==> src/rtl/sb_pkg.sv <==
package sb_pkg;
  typedef enum logic [1:0] {
    ST_IDLE     = 2'd0,
    ST_WAIT_OPS = 2'd1,
    ST_EXEC     = 2'd2,
    ST_WB_WAIT  = 2'd3
  } sb_stage_e;
endpackage

==> src/rtl/sb_fu_entry.sv <==
module sb_fu_entry
  import sb_pkg::*;
#(
  parameter int NUM_FU = 5,
  parameter int OP_W   = 4,
  parameter int RW     = 5,
  parameter int FUW    = 3
) (
  input  logic              clk,
  input  logic              rst,
  input  logic              iss_we,
  input  logic [OP_W-1:0]   iss_op,
  input  logic [RW-1:0]     iss_fi,
  input  logic [RW-1:0]     iss_fj,
  input  logic [RW-1:0]     iss_fk,
  input  logic [FUW-1:0]    iss_qj,
  input  logic              iss_qjv,
  input  logic [FUW-1:0]    iss_qk,
  input  logic              iss_qkv,
  input  logic              rd_go,
  input  logic              wb_go,
  input  logic              done_in,
  input  logic [NUM_FU-1:0] wb_vec,
  output sb_stage_e         stage,
  output logic [OP_W-1:0]   op,
  output logic [RW-1:0]     fi,
  output logic [RW-1:0]     fj,
  output logic [RW-1:0]     fk,
  output logic              rj,
  output logic              rk
);
  logic [FUW-1:0] qj, qk;
  logic           qjv, qkv;

  // true when the named producer is granted write-back this cycle
  function automatic logic producer_writes(input logic [FUW-1:0] q,
                                           input logic [NUM_FU-1:0] v);
    logic hit;
    hit = 1'b0;
    for (int f = 0; f < NUM_FU; f++)
      if (v[f] && q == f[FUW-1:0]) hit = 1'b1;
    return hit;
  endfunction

  always_ff @(posedge clk) begin
    if (rst) begin
      stage <= ST_IDLE;
      op    <= '0;
      fi    <= '0;
      fj    <= '0;
      fk    <= '0;
      qj    <= '0;
      qk    <= '0;
      qjv   <= 1'b0;
      qkv   <= 1'b0;
      rj    <= 1'b0;
      rk    <= 1'b0;
    end else if (iss_we) begin
      stage <= ST_WAIT_OPS;
      op    <= iss_op;
      fi    <= iss_fi;
      fj    <= iss_fj;
      fk    <= iss_fk;
      qj    <= iss_qj;
      qk    <= iss_qk;
      qjv   <= iss_qjv;
      qkv   <= iss_qkv;
      rj    <= !iss_qjv;
      rk    <= !iss_qkv;
    end else begin
      unique case (stage)
        ST_WAIT_OPS: begin
          if (rd_go) begin
            stage <= ST_EXEC;
            rj    <= 1'b0;
            rk    <= 1'b0;
          end else begin
            if (qjv && producer_writes(qj, wb_vec)) begin
              qjv <= 1'b0;
              rj  <= 1'b1;
            end
            if (qkv && producer_writes(qk, wb_vec)) begin
              qkv <= 1'b0;
              rk  <= 1'b1;
            end
          end
        end
        ST_EXEC:     if (done_in) stage <= ST_WB_WAIT;
        ST_WB_WAIT:  if (wb_go) stage <= ST_IDLE;
        default: ;
      endcase
    end
  end

  a_r5_read_only_when_ready: assert property (@(posedge clk) disable iff (rst)
    (stage == ST_EXEC && $past(stage) == ST_WAIT_OPS) |-> $past(rj && rk));

  a_r7_done_ignored_before_read: assert property (@(posedge clk) disable iff (rst)
    (stage == ST_WAIT_OPS && done_in && !iss_we) |=> stage != ST_WB_WAIT);
endmodule

==> src/rtl/sb_reg_status.sv <==
module sb_reg_status #(
  parameter int NUM_REG = 32,
  parameter int NUM_FU  = 5,
  parameter int RW      = 5,
  parameter int FUW     = 3
) (
  input  logic               clk,
  input  logic               rst,
  input  logic               set_en,
  input  logic [RW-1:0]      set_reg,
  input  logic [FUW-1:0]     set_fu,
  input  logic [NUM_FU-1:0]  wb_vec,
  input  logic [NUM_FU*RW-1:0] wb_dst_flat,
  input  logic [RW-1:0]      look_d,
  input  logic [RW-1:0]      look_a,
  input  logic [RW-1:0]      look_b,
  output logic               pend_d,
  output logic [FUW-1:0]     who_d,
  output logic               pend_a,
  output logic [FUW-1:0]     who_a,
  output logic               pend_b,
  output logic [FUW-1:0]     who_b
);
  logic           pend_q [NUM_REG];
  logic [FUW-1:0] who_q  [NUM_REG];
  logic           clr    [NUM_REG];

  always_comb begin
    for (int r = 0; r < NUM_REG; r++) begin
      clr[r] = 1'b0;
      for (int f = 0; f < NUM_FU; f++)
        if (wb_vec[f] && wb_dst_flat[f*RW +: RW] == r[RW-1:0]) clr[r] = 1'b1;
    end
  end

  // write-back clear first, then a same-cycle issue claims the slot
  always_ff @(posedge clk) begin
    for (int r = 0; r < NUM_REG; r++) begin
      if (rst) begin
        pend_q[r] <= 1'b0;
        who_q[r]  <= '0;
      end else if (set_en && set_reg == r[RW-1:0]) begin
        pend_q[r] <= 1'b1;
        who_q[r]  <= set_fu;
      end else if (clr[r]) begin
        pend_q[r] <= 1'b0;
      end
    end
  end

  assign pend_d = pend_q[look_d];
  assign who_d  = who_q[look_d];
  assign pend_a = pend_q[look_a];
  assign who_a  = who_q[look_a];
  assign pend_b = pend_q[look_b];
  assign who_b  = who_q[look_b];

  a_r4_single_pending_writer: assert property (@(posedge clk) disable iff (rst)
    set_en |-> (!pend_q[set_reg] || clr[set_reg]));
endmodule

==> src/rtl/sb_issue_ctl.sv <==
module sb_issue_ctl #(
  parameter int NUM_FU = 5,
  parameter int CLS_W  = 2,
  parameter int FUW    = 3,
  parameter logic [NUM_FU*CLS_W-1:0] FU_CLASS = '0
) (
  input  logic              in_valid,
  input  logic [CLS_W-1:0]  in_class,
  input  logic [NUM_FU-1:0] busy,
  input  logic [NUM_FU-1:0] wb_vec,
  input  logic              pend_d,
  input  logic [FUW-1:0]    who_d,
  input  logic              pend_a,
  input  logic [FUW-1:0]    who_a,
  input  logic              pend_b,
  input  logic [FUW-1:0]    who_b,
  output logic              accept,
  output logic [FUW-1:0]    sel_fu,
  output logic [FUW-1:0]    qj,
  output logic              qjv,
  output logic [FUW-1:0]    qk,
  output logic              qkv
);
  logic free, waw;

  function automatic logic leaving(input logic [FUW-1:0] q,
                                   input logic [NUM_FU-1:0] v);
    logic hit;
    hit = 1'b0;
    for (int f = 0; f < NUM_FU; f++)
      if (v[f] && q == f[FUW-1:0]) hit = 1'b1;
    return hit;
  endfunction

  always_comb begin
    free   = 1'b0;
    sel_fu = '0;
    for (int f = NUM_FU - 1; f >= 0; f--) begin
      if (!busy[f] && FU_CLASS[f*CLS_W +: CLS_W] == in_class) begin
        free   = 1'b1;
        sel_fu = f[FUW-1:0];
      end
    end
    // pending state as seen after this cycle's write-backs
    waw    = pend_d && !leaving(who_d, wb_vec);
    qj     = who_a;
    qjv    = pend_a && !leaving(who_a, wb_vec);
    qk     = who_b;
    qkv    = pend_b && !leaving(who_b, wb_vec);
    accept = in_valid && free && !waw;
  end
endmodule

==> src/rtl/sb_scoreboard.sv <==
module sb_scoreboard
  import sb_pkg::*;
#(
  parameter int NUM_FU  = 5,
  parameter int NUM_REG = 32,
  parameter int OP_W    = 4,
  parameter int CLS_W   = 2,
  parameter logic [NUM_FU*CLS_W-1:0] FU_CLASS = {2'd3, 2'd2, 2'd1, 2'd1, 2'd0},
  localparam int RW  = $clog2(NUM_REG),
  localparam int FUW = (NUM_FU > 1) ? $clog2(NUM_FU) : 1
) (
  input  logic                 clk,
  input  logic                 rst,
  input  logic                 in_valid,
  input  logic [OP_W-1:0]      in_op,
  input  logic [CLS_W-1:0]     in_class,
  input  logic [RW-1:0]        in_dst,
  input  logic [RW-1:0]        in_src1,
  input  logic [RW-1:0]        in_src2,
  input  logic [NUM_FU-1:0]    fu_done,
  output logic                 issue_accept,
  output logic [FUW-1:0]       issue_fu,
  output logic [NUM_FU-1:0]    rd_grant,
  output logic [NUM_FU*OP_W-1:0] rd_op,
  output logic [NUM_FU*RW-1:0] rd_src1,
  output logic [NUM_FU*RW-1:0] rd_src2,
  output logic [NUM_FU-1:0]    wb_grant,
  output logic [NUM_FU*RW-1:0] wb_dst
);
  sb_stage_e       st   [NUM_FU];
  logic [OP_W-1:0] op_a [NUM_FU];
  logic [RW-1:0]   fi_a [NUM_FU];
  logic [RW-1:0]   fj_a [NUM_FU];
  logic [RW-1:0]   fk_a [NUM_FU];
  logic            rj_a [NUM_FU];
  logic            rk_a [NUM_FU];

  logic [NUM_FU-1:0]    busy, rd_go, wb_go, war;
  logic [NUM_FU*RW-1:0] fi_flat;

  logic           pend_d, pend_a, pend_b;
  logic [FUW-1:0] who_d, who_a, who_b;
  logic [FUW-1:0] qj, qk;
  logic           qjv, qkv;

  sb_reg_status #(.NUM_REG(NUM_REG), .NUM_FU(NUM_FU), .RW(RW), .FUW(FUW)) u_rstat (
    .clk(clk), .rst(rst),
    .set_en(issue_accept), .set_reg(in_dst), .set_fu(issue_fu),
    .wb_vec(wb_go), .wb_dst_flat(fi_flat),
    .look_d(in_dst), .look_a(in_src1), .look_b(in_src2),
    .pend_d(pend_d), .who_d(who_d),
    .pend_a(pend_a), .who_a(who_a),
    .pend_b(pend_b), .who_b(who_b)
  );

  sb_issue_ctl #(.NUM_FU(NUM_FU), .CLS_W(CLS_W), .FUW(FUW), .FU_CLASS(FU_CLASS)) u_issue (
    .in_valid(in_valid), .in_class(in_class), .busy(busy), .wb_vec(wb_go),
    .pend_d(pend_d), .who_d(who_d),
    .pend_a(pend_a), .who_a(who_a),
    .pend_b(pend_b), .who_b(who_b),
    .accept(issue_accept), .sel_fu(issue_fu),
    .qj(qj), .qjv(qjv), .qk(qk), .qkv(qkv)
  );

  for (genvar f = 0; f < NUM_FU; f++) begin : g_fu
    sb_fu_entry #(.NUM_FU(NUM_FU), .OP_W(OP_W), .RW(RW), .FUW(FUW)) u_entry (
      .clk(clk), .rst(rst),
      .iss_we(issue_accept && issue_fu == FUW'(f)),
      .iss_op(in_op), .iss_fi(in_dst), .iss_fj(in_src1), .iss_fk(in_src2),
      .iss_qj(qj), .iss_qjv(qjv), .iss_qk(qk), .iss_qkv(qkv),
      .rd_go(rd_go[f]), .wb_go(wb_go[f]), .done_in(fu_done[f]), .wb_vec(wb_go),
      .stage(st[f]), .op(op_a[f]), .fi(fi_a[f]), .fj(fj_a[f]), .fk(fk_a[f]),
      .rj(rj_a[f]), .rk(rk_a[f])
    );

    assign busy[f]              = st[f] != ST_IDLE;
    assign rd_go[f]             = st[f] == ST_WAIT_OPS && rj_a[f] && rk_a[f];
    assign fi_flat[f*RW +: RW]  = fi_a[f];

    // an unread, ready source of another unit still needs the old value
    always_comb begin
      war[f] = 1'b0;
      for (int g = 0; g < NUM_FU; g++) begin
        if (g != f && st[g] == ST_WAIT_OPS &&
            ((rj_a[g] && fj_a[g] == fi_a[f]) || (rk_a[g] && fk_a[g] == fi_a[f])))
          war[f] = 1'b1;
      end
    end
    assign wb_go[f] = st[f] == ST_WB_WAIT && !war[f];

    always_ff @(posedge clk) begin
      if (rst) begin
        rd_grant[f]            <= 1'b0;
        wb_grant[f]            <= 1'b0;
        rd_op[f*OP_W +: OP_W]  <= '0;
        rd_src1[f*RW +: RW]    <= '0;
        rd_src2[f*RW +: RW]    <= '0;
        wb_dst[f*RW +: RW]     <= '0;
      end else begin
        rd_grant[f] <= rd_go[f];
        wb_grant[f] <= wb_go[f];
        if (rd_go[f]) begin
          rd_op[f*OP_W +: OP_W] <= op_a[f];
          rd_src1[f*RW +: RW]   <= fj_a[f];
          rd_src2[f*RW +: RW]   <= fk_a[f];
        end
        if (wb_go[f]) wb_dst[f*RW +: RW] <= fi_a[f];
      end
    end

    a_r9_wb_leaves_unit_idle: assert property (@(posedge clk) disable iff (rst)
      wb_grant[f] |-> st[f] == ST_IDLE);

    a_r8_read_and_write_apart: assert property (@(posedge clk) disable iff (rst)
      !(rd_grant[f] && wb_grant[f]));
  end
endmodule

==> config.mk <==
export PLATFORM = sky130hd
export DESIGN_NAME = sb_scoreboard
export DESIGN_NICKNAME = d
export VERILOG_FILES = /design/src/rtl/sb_pkg.sv /design/src/rtl/sb_fu_entry.sv /design/src/rtl/sb_reg_status.sv /design/src/rtl/sb_issue_ctl.sv /design/src/rtl/sb_scoreboard.sv
export SDC_FILE = /design/constraint.sdc
export NUM_CORES = 1
export LEC_CHECK = 0
export BUFFER_PORTS_ARGS = -buffer_cell sky130_fd_sc_hd__buf_4
export CAP_MARGIN = 20
export CORE_MARGIN = 2
export CORE_UTILIZATION = 37
export CTS_BUF_LIST = sky130_fd_sc_hd__clkbuf_4 sky130_fd_sc_hd__clkbuf_8 sky130_fd_sc_hd__clkbuf_16
export CTS_CLUSTER_SIZE = 24
export DETAILED_ROUTE_END_ITERATION = 8
export PLACE_DENSITY_LB_ADDON = 0.2
export SYNTH_ARGS = -nofsm -noshare
export SYNTH_HDL_FRONTEND = slang
export SYNTH_HIERARCHICAL = 1
export SYNTH_SLANG_ARGS = --single-unit
export TNS_END_PERCENT = 5
==> constraint.sdc <==
create_clock -name clk -period 4.3 [get_ports clk]
set_input_delay 0.43 -clock clk [delete_from_list [all_inputs] [get_ports clk]]
set_output_delay 0.43 -clock clk [all_outputs]
set_load 0.1 [all_outputs]
==> key figures, run 1 <==
Global routing
  – Total track usage: 25.5%
  – Aggregate global routing overflow: 0
  – Initial antenna violation count: 5
  – Largest net degree at the start of global routing: 183
  – First-pass GRT wire length: 127 mm
  – Vias in the first global route: 18851

Synth
  – Multiplexer area fraction after synthesis: 19.9%
  – Ys async rst share: 0%
  – Gate Count Post-Synth: 2284
  – Number of synthesized register bits: 388
  – Synth Area in Compound Gates: 7.35%
  – EDFF count, synth: 128
  – Cell variety after synth: 68
  – Top cell type by total area after synthesis: dfxtp_1
  – Mapped Avg Cell Area: 10.4 um2
  – Syn nets: 2338
  – Top-area cell type share of the netlist area: 22.0%
  – Adder-cell share of the synthesized area: 1.32%
  – Ys Warns: 6
  – Simple-gate area share of the yosys netlist: 20.3%
  – Area contributors post-synth: dfxtp_1, edfxtp_1, mux4_2
  – Synth Flop Type: dfxtp_1
  – Xor/xnor share of the synthesized area: 7.39%
  – Seq/Total Area, Yosys: 38.2%
  – Largest family of logic cells by synthesized area: simple AND/OR/NAND/NOR gates
  – Synthesized cell area: 23700 um2

Die
  – Initial Util: 37.5%
  – Top-Level Pins: 138
  – Rows: 92
  – Die W: 257 um
  – Die ar.: 66100 um2
  – Chip height: 257 um
  – Placeable Area: 63200 um2

Timing
  – Worst-Margin Slew: 0.927 ns
  – Min Tclk post-route: 4.14 ns
  – Layout Skew: 0.0371 ns
  – Fin. Hold Viols: 0
  – Final WS setup: 0.158 ns
  – Setup Total Neg Slack: 0 ns
  – Hold Slack: 0.166 ns
  – RSZ-0062 raised after global routing: no
  – Slew margin rel.: 38.2%
  – Max-slew violation count: 0
  – Setup violators final: 0
  – Final cycle utilization of the critical path: 96.3%
  – F_max: 0.241 GHz

Clocking
  – Root Buffer: clkbuf_16
  – Hold_buf cts: 0
  – TritonCTS Buffers: 46
  – Clock sinks: 388
  – H-Tree Depth: 2
  – CTS resizes: 0
  – Bufs on Longest Clock Path: 3
  – Clk Latency, worst-skew pair: 0.61 ns
  – Clock-pin slew on the worst setup and hold paths: 0.06 ns
  – Postcts setup bufs: 0
  – CTS tree: built

Routing
  – Final antenna-violating net count: 0
  – First-pass DRT Iterations: 6
  – Wirelength, routed: 86.2 mm
  – Drc violations: 0
  – Via count: 19203
  – Per-cell routed wire length: 25.9 um
  – Routed vias/inst: 5.77
  – 1st-iter DRT viols: 1940

Power
  – PwrDens: 406 nW/um2
  – Leak: 10.2 nW
  – VDD IR max: 0.316 mV
  – Clock Power Share: 36.8%
  – Seq pwr share: 38.1%
  – Comb pwr share: 25.1%
  – Psw: 3.69 mW
  – Int Pwr: 7.60 mW
  – Switching share of power: 32.7%

Worst setup path
  – Worst EP arrival: 3.71 ns
  – CP max FO: 6
  – Worst path cell trace: mux4_2, mux4_2, mux2_2, mux2i_1, o311ai_1, o221a_4, buf_4, buf_4
  – Slowest Stage Delay on Critical Path: 0.53 ns
  – Critical path type: flop to primary output
  – Critical Path Sink Type: primary output
  – Slowest CP cell: mux4_2
  – Startpoint types: flop
  – Worst endpoint required time: 3.87 ns

Finish
  – Register Area: 9050 um2
  – Layout cell share with drive strength beyond 1: 24.6%
  – Footprint of the multi-input gates: 13400 um2
  – Final-stage net count: 2496
  – # fillers: 5986
  – Area delta synth->final: 17.4%

Hold path
  – Worst min path class: input port to flop

Place
  – Dpl hpwl: 62.9 mm
  – Place WS: 0.0520 ns
  – Routability cong.: 0.947
  – IO buf count: 137

Run
  – Max_cap viols: 0

Run status
  – Status: complete, no violations
-- cells by family after synthesis --
| kind of cell | Yosys count |
|---|---|
| AO/OA/AOI/OAI | 251 |
| XOR/XNOR | 200 |
| adder cells (fa/ha/maj) | 25 |
| buffers and inverters | 249 |
| flip-flops | 388 |
| multiplexers | 317 |
| AND/OR/NAND/NOR | 854 |
-- metal layers --
| layer | track usage (%) | up-vias | wire (um) |
|---|---|---|---|
| li1 | - | 8545 | - |
| met1 | 32.9 | 9571 | 35500 |
| met2 | 42.1 | 874 | 40700 |
| met3 | 4.18 | 209 | 5950 |
| met4 | 10.9 | 4 | 3940 |
| met5 | 0 | - | 23 |
-- stage by stage --
step	instance area (um2)	power, mW	std cells	util (%)
6_report	27800	11.3	3327	44.0
4_1_cts	27800	11.4	3326	44.0
3_5_place_dp	26200	7.18	3240	41.4
2_1_floorplan	23700	6.19	2284	-
3_3_place_gp	26200	7.11	3239	41.4
5_1_grt	27800	11.8	3326	44.0
-- Yosys cell counts (30+ instances only) --
| library cell | count |
|---|---|
| xor2_1 | 80 |
| buf_6 | 30 |
| nand2_1 | 220 |
| edfxtp_1 | 128 |
| mux2i_1 | 182 |
| nor2_1 | 190 |
| mux4_2 | 121 |
| a22oi_1 | 50 |
| nor4bb_1 | 31 |
| clkbuf_1 | 85 |
| nand2b_1 | 63 |
| a21oi_1 | 92 |
| xnor2_1 | 120 |
| and2_1 | 100 |
| buf_2 | 77 |
| dfxtp_1 | 260 |
| nand4b_1 | 35 |
| nor2b_1 | 30 |
-- worst paths after layout --
check	end	cells after the start	slack, ns	start
max	issue_accept	8	0.16	u_rstat/who_q[31][0]
min	g_fu[1].u_entry/op[2]	3	0.17	in_op[2]
max reg2reg	u_rstat/who_q[13][2]	10	0.37	u_rstat/who_q[31][0]
min reg2reg	rd_op[9]	2	0.46	rd_op[9]
-- power groups by stage --
| stage | Clock, mW | Combinational, mW | Sequential (mW) |
|---|---|---|---|
| after detailed placement | 0 | 2.80 | 4.37 |
| after CTS | 4.24 | 2.81 | 4.30 |
| final | 4.16 | 2.83 | 4.31 |
| after global routing | 4.39 | 3.04 | 4.33 |
| after floorplan | 0 | 1.96 | 4.23 |
| after global placement | 0 | 2.74 | 4.37 |
-- critical path, delay by kind of cell, from the launching register on --
family	cells	cell delay [ns]
AOI/OAI and AO/OA	2	0.60
DFF	1	0.49
muxes	4	1.53
buffers and inverters	2	0.49
-- layout make-up --
type	instances	share of cell area (%)
tap	846	3.81
clock buffer	57	4.53
multi-input combinational	1647	48.1
antenna	1	0.00900
clock inverter	29	1.32
sequential	388	32.5
inverter	33	0.445
timing repair buffer	326	9.26
-- flip-flops by register name, indices dropped and copies added (netlist names), 10 cells and up --
name                cells
rd_src2                25
g_fu.u_entry/fj        25
u_rstat/pend_q         32
g_fu.u_entry/qk        15
rd_op                  20
rd_src1                25
g_fu.u_entry/op        20
u_rstat/who_q          96
g_fu.u_entry/fi        25
g_fu.u_entry/fk        25
g_fu.u_entry/stage     10
wb_dst                 25
g_fu.u_entry/qj        15
-- cells in the final DEF, fill, tap and decap left out, drive strengths merged, types with 68 or more instances in the layout --
cell    instances
mux4          122
and2          100
mux2i         182
xnor2         120
a21oi          92
nor2          195
buf           326
dfxtp         260
edfxtp        128
nand2         220
xor2           80
nand2b         68
(Power assumes the default switching activity.)
==> run 2, diff against run 1 <==
--- a/config.mk
+++ b/config.mk
@@ -5,13 +5,14 @@
 export SDC_FILE = /design/constraint.sdc
 export NUM_CORES = 1
 export LEC_CHECK = 0
-export BUFFER_PORTS_ARGS = -buffer_cell sky130_fd_sc_hd__buf_4
+export ABC_AREA = 1
 export CAP_MARGIN = 20
 export CORE_MARGIN = 2
 export CORE_UTILIZATION = 37
 export CTS_BUF_LIST = sky130_fd_sc_hd__clkbuf_4 sky130_fd_sc_hd__clkbuf_8 sky130_fd_sc_hd__clkbuf_16
 export CTS_CLUSTER_SIZE = 24
 export DETAILED_ROUTE_END_ITERATION = 8
+export DONT_BUFFER_PORTS = 1
 export PLACE_DENSITY_LB_ADDON = 0.2
 export SYNTH_ARGS = -nofsm -noshare
 export SYNTH_HDL_FRONTEND = slang
==> run 2 against run 1 <==
Compared with the run above: clock-buffer cell count increased by 7; first-iteration DRC count increased by 67%; sequential share of layout area grew 0.26 points; synthesized cell count grew 76%; clock skew down 0.00081 ns; setup slack gained 0.21 ns; largest power group unchanged; total power fell by 2.2%.
==> key figures, run 2 <==
Timing
  – Worst-Margin Slew: 1.15 ns (was 0.927 ns)
  – Final cycle utilization of the critical path: 91.4% (was 96.3%)
  – RSZ-0062 raised after global routing: no (unchanged)
  – Fin. Hold Viols: 0 (unchanged)
  – Min Tclk post-route: 3.93 ns (was 4.14 ns)
  – Layout Skew: 0.0363 ns (was 0.0371 ns)
  – Setup violators final: 0 (unchanged)
  – Slew margin rel.: 23.3% (was 38.2%)
  – Max-slew violation count: 0 (unchanged)
  – Setup Total Neg Slack: 0 ns (unchanged)
  – F_max: 0.255 GHz (was 0.241 GHz)

Finish
  – Flip-flop count of the largest register after layout: 96 (unchanged)
  – Most frequent cells in the layout: nand2_1, nor2_1, nand3_1 (was buf_4, dfxtp_1, nand2_1)
  – Footprint of the multi-input gates: 13600 um2 (was 13400 um2)
  – Layout cell share with drive strength beyond 1: 7.67% (was 24.6%)
  – Register Area: 9050 um2 (unchanged)
  – Commonest non-fill, non-tap cell in the layout: nand2_1 (was buf_4)
  – Biggest registers after layout: u_rstat/who_q (96), u_rstat/pend_q (32) (unchanged)
  – # fillers: 7233 (was 5986)
  – Biggest register: u_rstat/who_q (unchanged)
  – Fin cells: 4902 (was 3327)
  – Final-stage net count: 4045 (was 2496)
  – Area delta synth->final: 9.75% (was 17.4%)

Place
  – Dpl hpwl: 78.4 mm (was 62.9 mm)
  – IO buf count: 0 (was 137)
  – Dpl cells: 4793 (was 3240)
  – Routability cong.: 1.06 (was 0.947)

Run
  – Max_cap viols: 0 (unchanged)

Synth
  – Synth Flop Type: dfxtp_1 (unchanged)
  – Synth Area in Compound Gates: 9.89% (was 7.35%)
  – Number of synthesized register bits: 388 (unchanged)
  – Synthesized cell area: 25100 um2 (was 23700 um2)
  – Ys async rst share: 0% (unchanged)
  – Most frequent cells after synthesis: nand2_1, nor2_1, nand3_1, inv_1, dfxtp_1 (was dfxtp_1, nand2_1, nor2_1, mux2i_1, edfxtp_1)
  – Adder-cell share of the synthesized area: 1.24% (was 1.32%)
  – Gate Count Post-Synth: 4030 (was 2284)
  – Simple-gate area share of the yosys netlist: 42.8% (was 20.3%)
  – Most frequent cell after synthesis: nand2_1 (was dfxtp_1)
  – Top-area cell type share of the netlist area: 20.7% (was 22.0%)
  – EDFF count, synth: 128 (unchanged)
  – Syn nets: 4084 (was 2338)
  – Seq/Total Area, Yosys: 36.0% (was 38.2%)
  – Top cell type by total area after synthesis: dfxtp_1 (unchanged)
  – Xor/xnor share of the synthesized area: 0.279% (was 7.39%)
  – Ys Warns: 6 (unchanged)
  – Mapped Avg Cell Area: 6.24 um2 (was 10.4 um2)
  – Area contributors post-synth: dfxtp_1, nand2_1, edfxtp_1 (was dfxtp_1, edfxtp_1, mux4_2)
  – Largest family of logic cells by synthesized area: simple AND/OR/NAND/NOR gates (unchanged)
  – Multiplexer area fraction after synthesis: 0% (was 19.9%)
  – Cell variety after synth: 42 (was 68)

Routing
  – Drc violations: 0 (unchanged)
  – Per-cell routed wire length: 22.9 um (was 25.9 um)
  – Wirelength, routed: 112 mm (was 86.2 mm)
  – Final antenna-violating net count: 0 (unchanged)
  – 1st-iter DRT viols: 3239 (was 1940)
  – First-pass DRT Iterations: 6 (unchanged)
  – Routed vias/inst: 5.53 (was 5.77)
  – Via count: 27084 (was 19203)

Worst setup path
  – CP max FO: 34 (was 6)
  – Critical Path Sink Type: flop (was primary output)
  – R2R cell count: 22 (was 10)
  – Startpoint types: flop (unchanged)
  – Worst path cell trace: inv_2, nand2_1, o21ai_0, nor2_1, nand3_1, nand2_1, nand2_1, nand3_1, nor2_4, inv_1, nand2_1, nand3_1, nand2_1, a21oi_1, nor2_2, nand2_1, nor3_2, inv_2, nand2_1, o211ai_1, nand2_1, a21oi_2 (was mux4_2, mux4_2, mux2_2, mux2i_1, o311ai_1, o221a_4, buf_4, buf_4)
  – Slowest CP cell: dfxtp_1 (was mux4_2)
  – Worst EP arrival: 4.46 ns (was 3.71 ns)
  – Worst Setup EP: g_fu[3].u_entry/rk (was issue_accept)
  – Most frequent CP cell: nand2_1
  – Worst reg2reg setup slack: 0.37 ns (about the same)
  – Critical path type: flop to flop (was flop to primary output)
  – R2r endpoint: g_fu[3].u_entry/rk (was u_rstat/who_q[13][2])
  – Slowest Stage Delay on Critical Path: 0.82 ns (was 0.53 ns)
  – Setup crit start: g_fu[3].u_entry/fi[3] (was u_rstat/who_q[31][0])
  – Worst endpoint required time: 4.83 ns (was 3.87 ns)
  – Reg-to-reg critical path startpoint: g_fu[3].u_entry/fi[3] (was u_rstat/who_q[31][0])

Power
  – Pwr Total: 11.0 mW (was 11.3 mW)
  – PwrDens: 400 nW/um2 (was 406 nW/um2)
  – VDD IR max: 0.293 mV (was 0.316 mV)
  – Leak: 12.0 nW (was 10.2 nW)

Clocking
  – Postcts setup bufs: 0 (unchanged)
  – H-Tree Depth: 2 (unchanged)
  – Clk Latency, worst-skew pair: 0.62 ns (was 0.61 ns)
  – TritonCTS Buffers: 46 (unchanged)
  – Clock sinks: 388 (unchanged)
  – Root Buffer: clkbuf_16 (unchanged)
  – CTS tree: built (unchanged)
  – Bufs on Longest Clock Path: 3 (unchanged)
  – Clock-pin slew on the worst setup and hold paths: 0.07 ns (was 0.06 ns)

Global routing
  – Largest net degree at the start of global routing: 78 (was 183)
  – Total track usage: 31.2% (was 25.5%)
  – Initial antenna violation count: 4 (was 5)
  – First-pass GRT wire length: 165 mm (was 127 mm)
  – Vias in the first global route: 25053 (was 18851)
  – Aggregate global routing overflow: 0 (unchanged)

Die
  – Initial Util: 37.4% (was 37.5%)
  – Placeable Area: 67300 um2 (was 63200 um2)
  – Chip height: 265 um (was 257 um)
  – Top-Level Pins: 138 (unchanged)
  – Die ar.: 70100 um2 (was 66100 um2)
  – Rows: 95 (was 92)
  – Die W: 265 um (was 257 um)

Hold path
  – Worst Hold Depth: 2 (was 3)
  – Worst min path class: input port to flop (unchanged)

Run status
  – Status: complete, no violations (unchanged)
[run 2: area by class of cell]
type,instances,share of cell area [%]
clock inverter,21,0.952
tap,873,3.96
antenna,1,0.00907
timing repair buffer,106,3.56
clock buffer,64,4.81
multi-input combinational,3120,49.4
sequential,388,32.8
inverter,329,4.47
[run 2: power breakdown]
part | internal [mW] | total [mW] | switching (mW)
Combinational | 0.726 | 2.49 | 1.76
Sequential | 3.99 | 4.41 | 0.422
Clock | 2.47 | 4.15 | 1.68
[run 2: worst min-delay path by stage]
stage	startpoint	endpoint
2_1_floorplan	g_fu[1].u_entry/qkv	g_fu[1].u_entry/qkv
6_report	in_dst[0]	g_fu[3].u_entry/fi[0]
3_5_place_dp	g_fu[1].u_entry/qkv	g_fu[1].u_entry/qkv
3_3_place_gp	g_fu[2].u_entry/qkv	g_fu[2].u_entry/qkv
4_1_cts	in_dst[0]	g_fu[1].u_entry/fi[0]
5_1_grt	in_dst[0]	g_fu[4].u_entry/fi[0]
[run 2: cells by family (layout without fill, tap and decap cells)]
logic type                 count (synthesis)  count (layout)
buffers and inverters                    522             520
xor gates and xnor gates                   8               8
DFF                                      388             388
other                                      0               1
and+or+nand+nor                         2630            2630
AOI/OAI and AO/OA                        457             457
adders and majority gates                 25              25
[run 2: stage by stage]
step | hold WS (ns) | util, % | cell area, um2 | setup slack, ns
after floorplan | 0.441 | - | 25100 | 0.452
after global placement | 0.453 | 38.3 | 25700 | 0.495
after detailed placement | 0.459 | 38.3 | 25800 | 0.498
after CTS | 0.0126 | 41.0 | 27600 | 0.460
after global routing | 0.0347 | 41.0 | 27600 | 0.0731
final | 0.0144 | 41.0 | 27600 | 0.371
[run 2: per-layer routing]
layer	wire length, um	track usage (%)
met4	6290	15.9
met3	10800	6.99
met2	49800	49.2
met1	45200	40.0
met5	14	0
[run 2: repair_timing]
| action | 4_1_cts | 5_1_grt |
|---|---|---|
| hold buffers | 22 | 1 |
| endpoints found under the hold margin | 104 | 1 |
| gates resized for setup | 0 | 0 |
[run 2: worst max-delay path: cells and delay by family, from the launching register on]
kind                   cells  cell delay [ns]
DFF                        1             0.82
and+or+nand+nor           15             1.54
buffers and inverters      3             0.93
AOI/OAI and AO/OA          4             0.52
==> run 3, diff against run 2 <==
--- a/config.mk
+++ b/config.mk
@@ -14,6 +14,7 @@
 export DETAILED_ROUTE_END_ITERATION = 8
 export DONT_BUFFER_PORTS = 1
 export PLACE_DENSITY_LB_ADDON = 0.2
+export REMOVE_ABC_BUFFERS = 1
 export SYNTH_ARGS = -nofsm -noshare
 export SYNTH_HDL_FRONTEND = slang
 export SYNTH_HIERARCHICAL = 1
==> run 3 against run 2 <==
Compared with the run above: critical path depth grew 1; clock power is 5.1% higher; first-iteration DRC count is 8.9% higher; wire length down 1.9%.
==> key figures, run 3 (synthesis results as in run 2) <==
Run status
  – Status: complete, no violations (unchanged)

Place
  – IO buf count: 0 (unchanged)
  – Dpl cells: 4786 (was 4793)
  – Routability cong.: 1.02 (was 1.06)
  – Dpl hpwl: 76.0 mm (was 78.4 mm)
  – Place WS: 0.572 ns (was 0.498 ns)

Timing
  – Min Tclk post-route: 3.81 ns (was 3.93 ns)
  – Final cycle utilization of the critical path: 88.6% (was 91.4%)
  – RSZ-0062 raised after global routing: no (unchanged)
  – F_max: 0.263 GHz (was 0.255 GHz)
  – Slew margin rel.: 24.9% (was 23.3%)
  – Fin. Hold Viols: 0 (unchanged)
  – Final WS setup: 0.491 ns (was 0.371 ns)
  – Worst-Margin Slew: 1.13 ns (was 1.15 ns)
  – Setup Total Neg Slack: 0 ns (unchanged)
  – Max-slew violation count: 0 (unchanged)
  – Layout Skew: 0.0405 ns (was 0.0363 ns)
  – Setup violators final: 0 (unchanged)

Worst setup path
  – Crit path buffers/inverters: 4 (was 3)
  – CP max FO: 33 (was 34)
  – Most frequent CP cell: nand2_1 (unchanged)
  – Worst EP arrival: 4.32 ns (was 4.46 ns)
  – Startpoint types: flop (unchanged)
  – Worst path cell trace: inv_2, nand2_1, nand2_1, nor2_1, nand3_1, nand2_1, nand2_2, nand3_2, nor2_4, inv_1, nand2_1, nand3_1, nand2_1, a21oi_1, nor2_2, nand2_1, nor2_2, inv_2, nand2_1, inv_1, nand2_1, nand2_1, a21oi_2 (was inv_2, nand2_1, o21ai_0, nor2_1, nand3_1, nand2_1, nand2_1, nand3_1, nor2_4, inv_1, nand2_1, nand3_1, nand2_1, a21oi_1, nor2_2, nand2_1, nor3_2, inv_2, nand2_1, o211ai_1, nand2_1, a21oi_2)
  – Slowest CP cell: dfxtp_1 (unchanged)
  – Critical path type: flop to flop (unchanged)
  – Critical Path Sink Type: flop (unchanged)
  – Critical path's top delay family: simple AND/OR/NAND/NOR gates (unchanged)
  – Worst endpoint required time: 4.81 ns (was 4.83 ns)
  – Slowest Stage Delay on Critical Path: 0.72 ns (was 0.82 ns)

Clocking
  – Clk Latency, worst-skew pair: 0.63 ns (was 0.62 ns)
  – TritonCTS Buffers: 46 (unchanged)
  – CTS tree: built (unchanged)
  – Postcts setup bufs: 0 (unchanged)
  – Bufs on Longest Clock Path: 3 (unchanged)
  – H-Tree Depth: 2 (unchanged)
  – Root Buffer: clkbuf_16 (unchanged)
  – Clock-pin slew on the worst setup and hold paths: 0.07 ns (about the same)
  – Clock sinks: 388 (unchanged)

Finish
  – Biggest registers after layout: u_rstat/who_q (96), u_rstat/pend_q (32) (unchanged)
  – Commonest non-fill, non-tap cell in the layout: nand2_1 (unchanged)
  – Biggest register: u_rstat/who_q (unchanged)
  – Final-stage net count: 4037 (was 4045)
  – # fillers: 7225 (was 7233)
  – Final Util: 41.0% (about the same)
  – Fin cells: 4894 (was 4902)
  – Most frequent cells in the layout: nand2_1, nor2_1, nand3_1 (unchanged)
  – Flip-flop count of the largest register after layout: 96 (unchanged)
  – Area delta synth->final: 9.69% (was 9.75%)
  – Layout cell share with drive strength beyond 1: 7.52% (was 7.67%)

Die
  – Rows: 95 (unchanged)
  – Initial Util: 37.4% (unchanged)
  – Die ar.: 70100 um2 (unchanged)
  – Top-Level Pins: 138 (unchanged)
  – Chip height: 265 um (unchanged)
  – Placeable Area: 67300 um2 (unchanged)
  – Die W: 265 um (unchanged)

Global routing
  – Vias in the first global route: 24599 (was 25053)
  – First-pass GRT wire length: 161 mm (was 165 mm)
  – Aggregate global routing overflow: 0 (unchanged)
  – Largest net degree at the start of global routing: 70 (was 78)
  – Initial antenna violation count: 5 (was 4)
  – Total track usage: 30.5% (was 31.2%)

Routing
  – Drc violations: 0 (unchanged)
  – Per-cell routed wire length: 22.5 um (was 22.9 um)
  – Wirelength, routed: 110 mm (was 112 mm)
  – 1st-iter DRT viols: 3526 (was 3239)
  – Final antenna-violating net count: 0 (unchanged)
  – Routed vias/inst: 5.55 (was 5.53)
  – Via count: 27173 (was 27084)
  – First-pass DRT Iterations: 6 (unchanged)

Power
  – Clock Power Share: 38.8% (was 37.6%)
  – Leak: 12.0 nW (about the same)
  – Int Pwr: 7.29 mW (was 7.19 mW)
  – Comb pwr share: 22.3% (was 22.5%)
  – Seq pwr share: 38.9% (was 39.9%)
  – PwrDens: 407 nW/um2 (was 400 nW/um2)
  – Psw: 3.95 mW (was 3.86 mW)
  – VDD IR max: 0.327 mV (was 0.293 mV)
  – Switching share of power: 35.1% (was 34.9%)

Hold path
  – Worst min path class: input port to flop (unchanged)

Run
  – Max_cap viols: 0 (unchanged)
-- run 3: cell types whose count changed in the layout (fill, tap and decap cells not counted), sizes merged, moves of 4 or more --
cell	delta
buf	-5
clkbuf	-7
clkinvlp	+4
inv	-5
-- run 3: worst register-to-register path, cell delays in order (launching register included) --
cell and delay [ns]:
dfxtp_1 0.72, inv_2 0.28, nand2_1 0.13, nand2_1 0.05
nor2_1 0.12, nand3_1 0.09, nand2_1 0.09, nand2_2 0.09
nand3_2 0.17, nor2_4 0.06, inv_1 0.09, nand2_1 0.06
nand3_1 0.06, nand2_1 0.05, a21oi_1 0.16, nor2_2 0.10
nand2_1 0.21, nor2_2 0.08, inv_2 0.53, nand2_1 0.24
inv_1 0.13, nand2_1 0.06, nand2_1 0.07, a21oi_2 0.05
-- run 3: per-layer routing --
layer  routed length [um]  global-route usage [%]  share of wire, %  vias up
li1                     -                       -                 -    12753
met1                47200                    43.6                43    12583
met2                45800                    44.8                42     1588
met3                12400                    6.46                11      247
met4                 4530                    11.9               4.1        2
met5                   13                       0             0.012        -
-- run 3: stage by stage --
| stage | power, mW | cell area [um2] | hold slack (ns) |
|---|---|---|---|
| CTS | 11.2 | 27500 | 0.000693 |
| floorplan | 5.87 | 23900 | 0.441 |
| global placement | 6.79 | 25700 | 0.454 |
| global route | 11.7 | 27600 | 0.0347 |
| detailed placement | 6.79 | 25700 | 0.458 |
| finish | 11.2 | 27600 | 0.0422 |
-- run 3: power by group through the flow --
stage	clock network (mW)	registers (mW)	logic, mW
after floorplan	0	4.36	1.51
after global placement	0	4.44	2.35
after detailed placement	0	4.44	2.35
after CTS	4.40	4.36	2.42
after global routing	4.55	4.40	2.72
final	4.36	4.38	2.50
-- run 3: what timing repair did --
| action | CTS | global route |
|---|---|---|
| endpoints found under the hold margin | 112 | 0 |
| hold buffers | 20 | 0 |
| setup endpoints to repair | 0 | 0 |
| resized for setup | 0 | 0 |
-- run 3: final timing paths --
path,slack (ns),startpoint,endpoint,cells past startpoint
max,0.49,g_fu[0].u_entry/fi[4],g_fu[0].u_entry/rk,23
min reg2reg,0.47,g_fu[2].u_entry/qkv,g_fu[2].u_entry/qkv,2
max reg2reg,0.49,g_fu[0].u_entry/fi[4],g_fu[0].u_entry/rk,23
min,0.04,rst,g_fu[1].u_entry/stage[1],3
-- run 3: cell type report --
cell class,count,area [um2],share of cell area [%]
Multi-Input combinational cell,3120,13600,49.5
Sequential cell,388,9050,32.8
Clock buffer,57,1260,4.56
Inverter,329,1230,4.48
Tap cell,873,1090,3.96
Timing Repair Buffer,98,878,3.18
Clock inverter,26,417,1.51
Antenna cell,3,7.51,0.0272
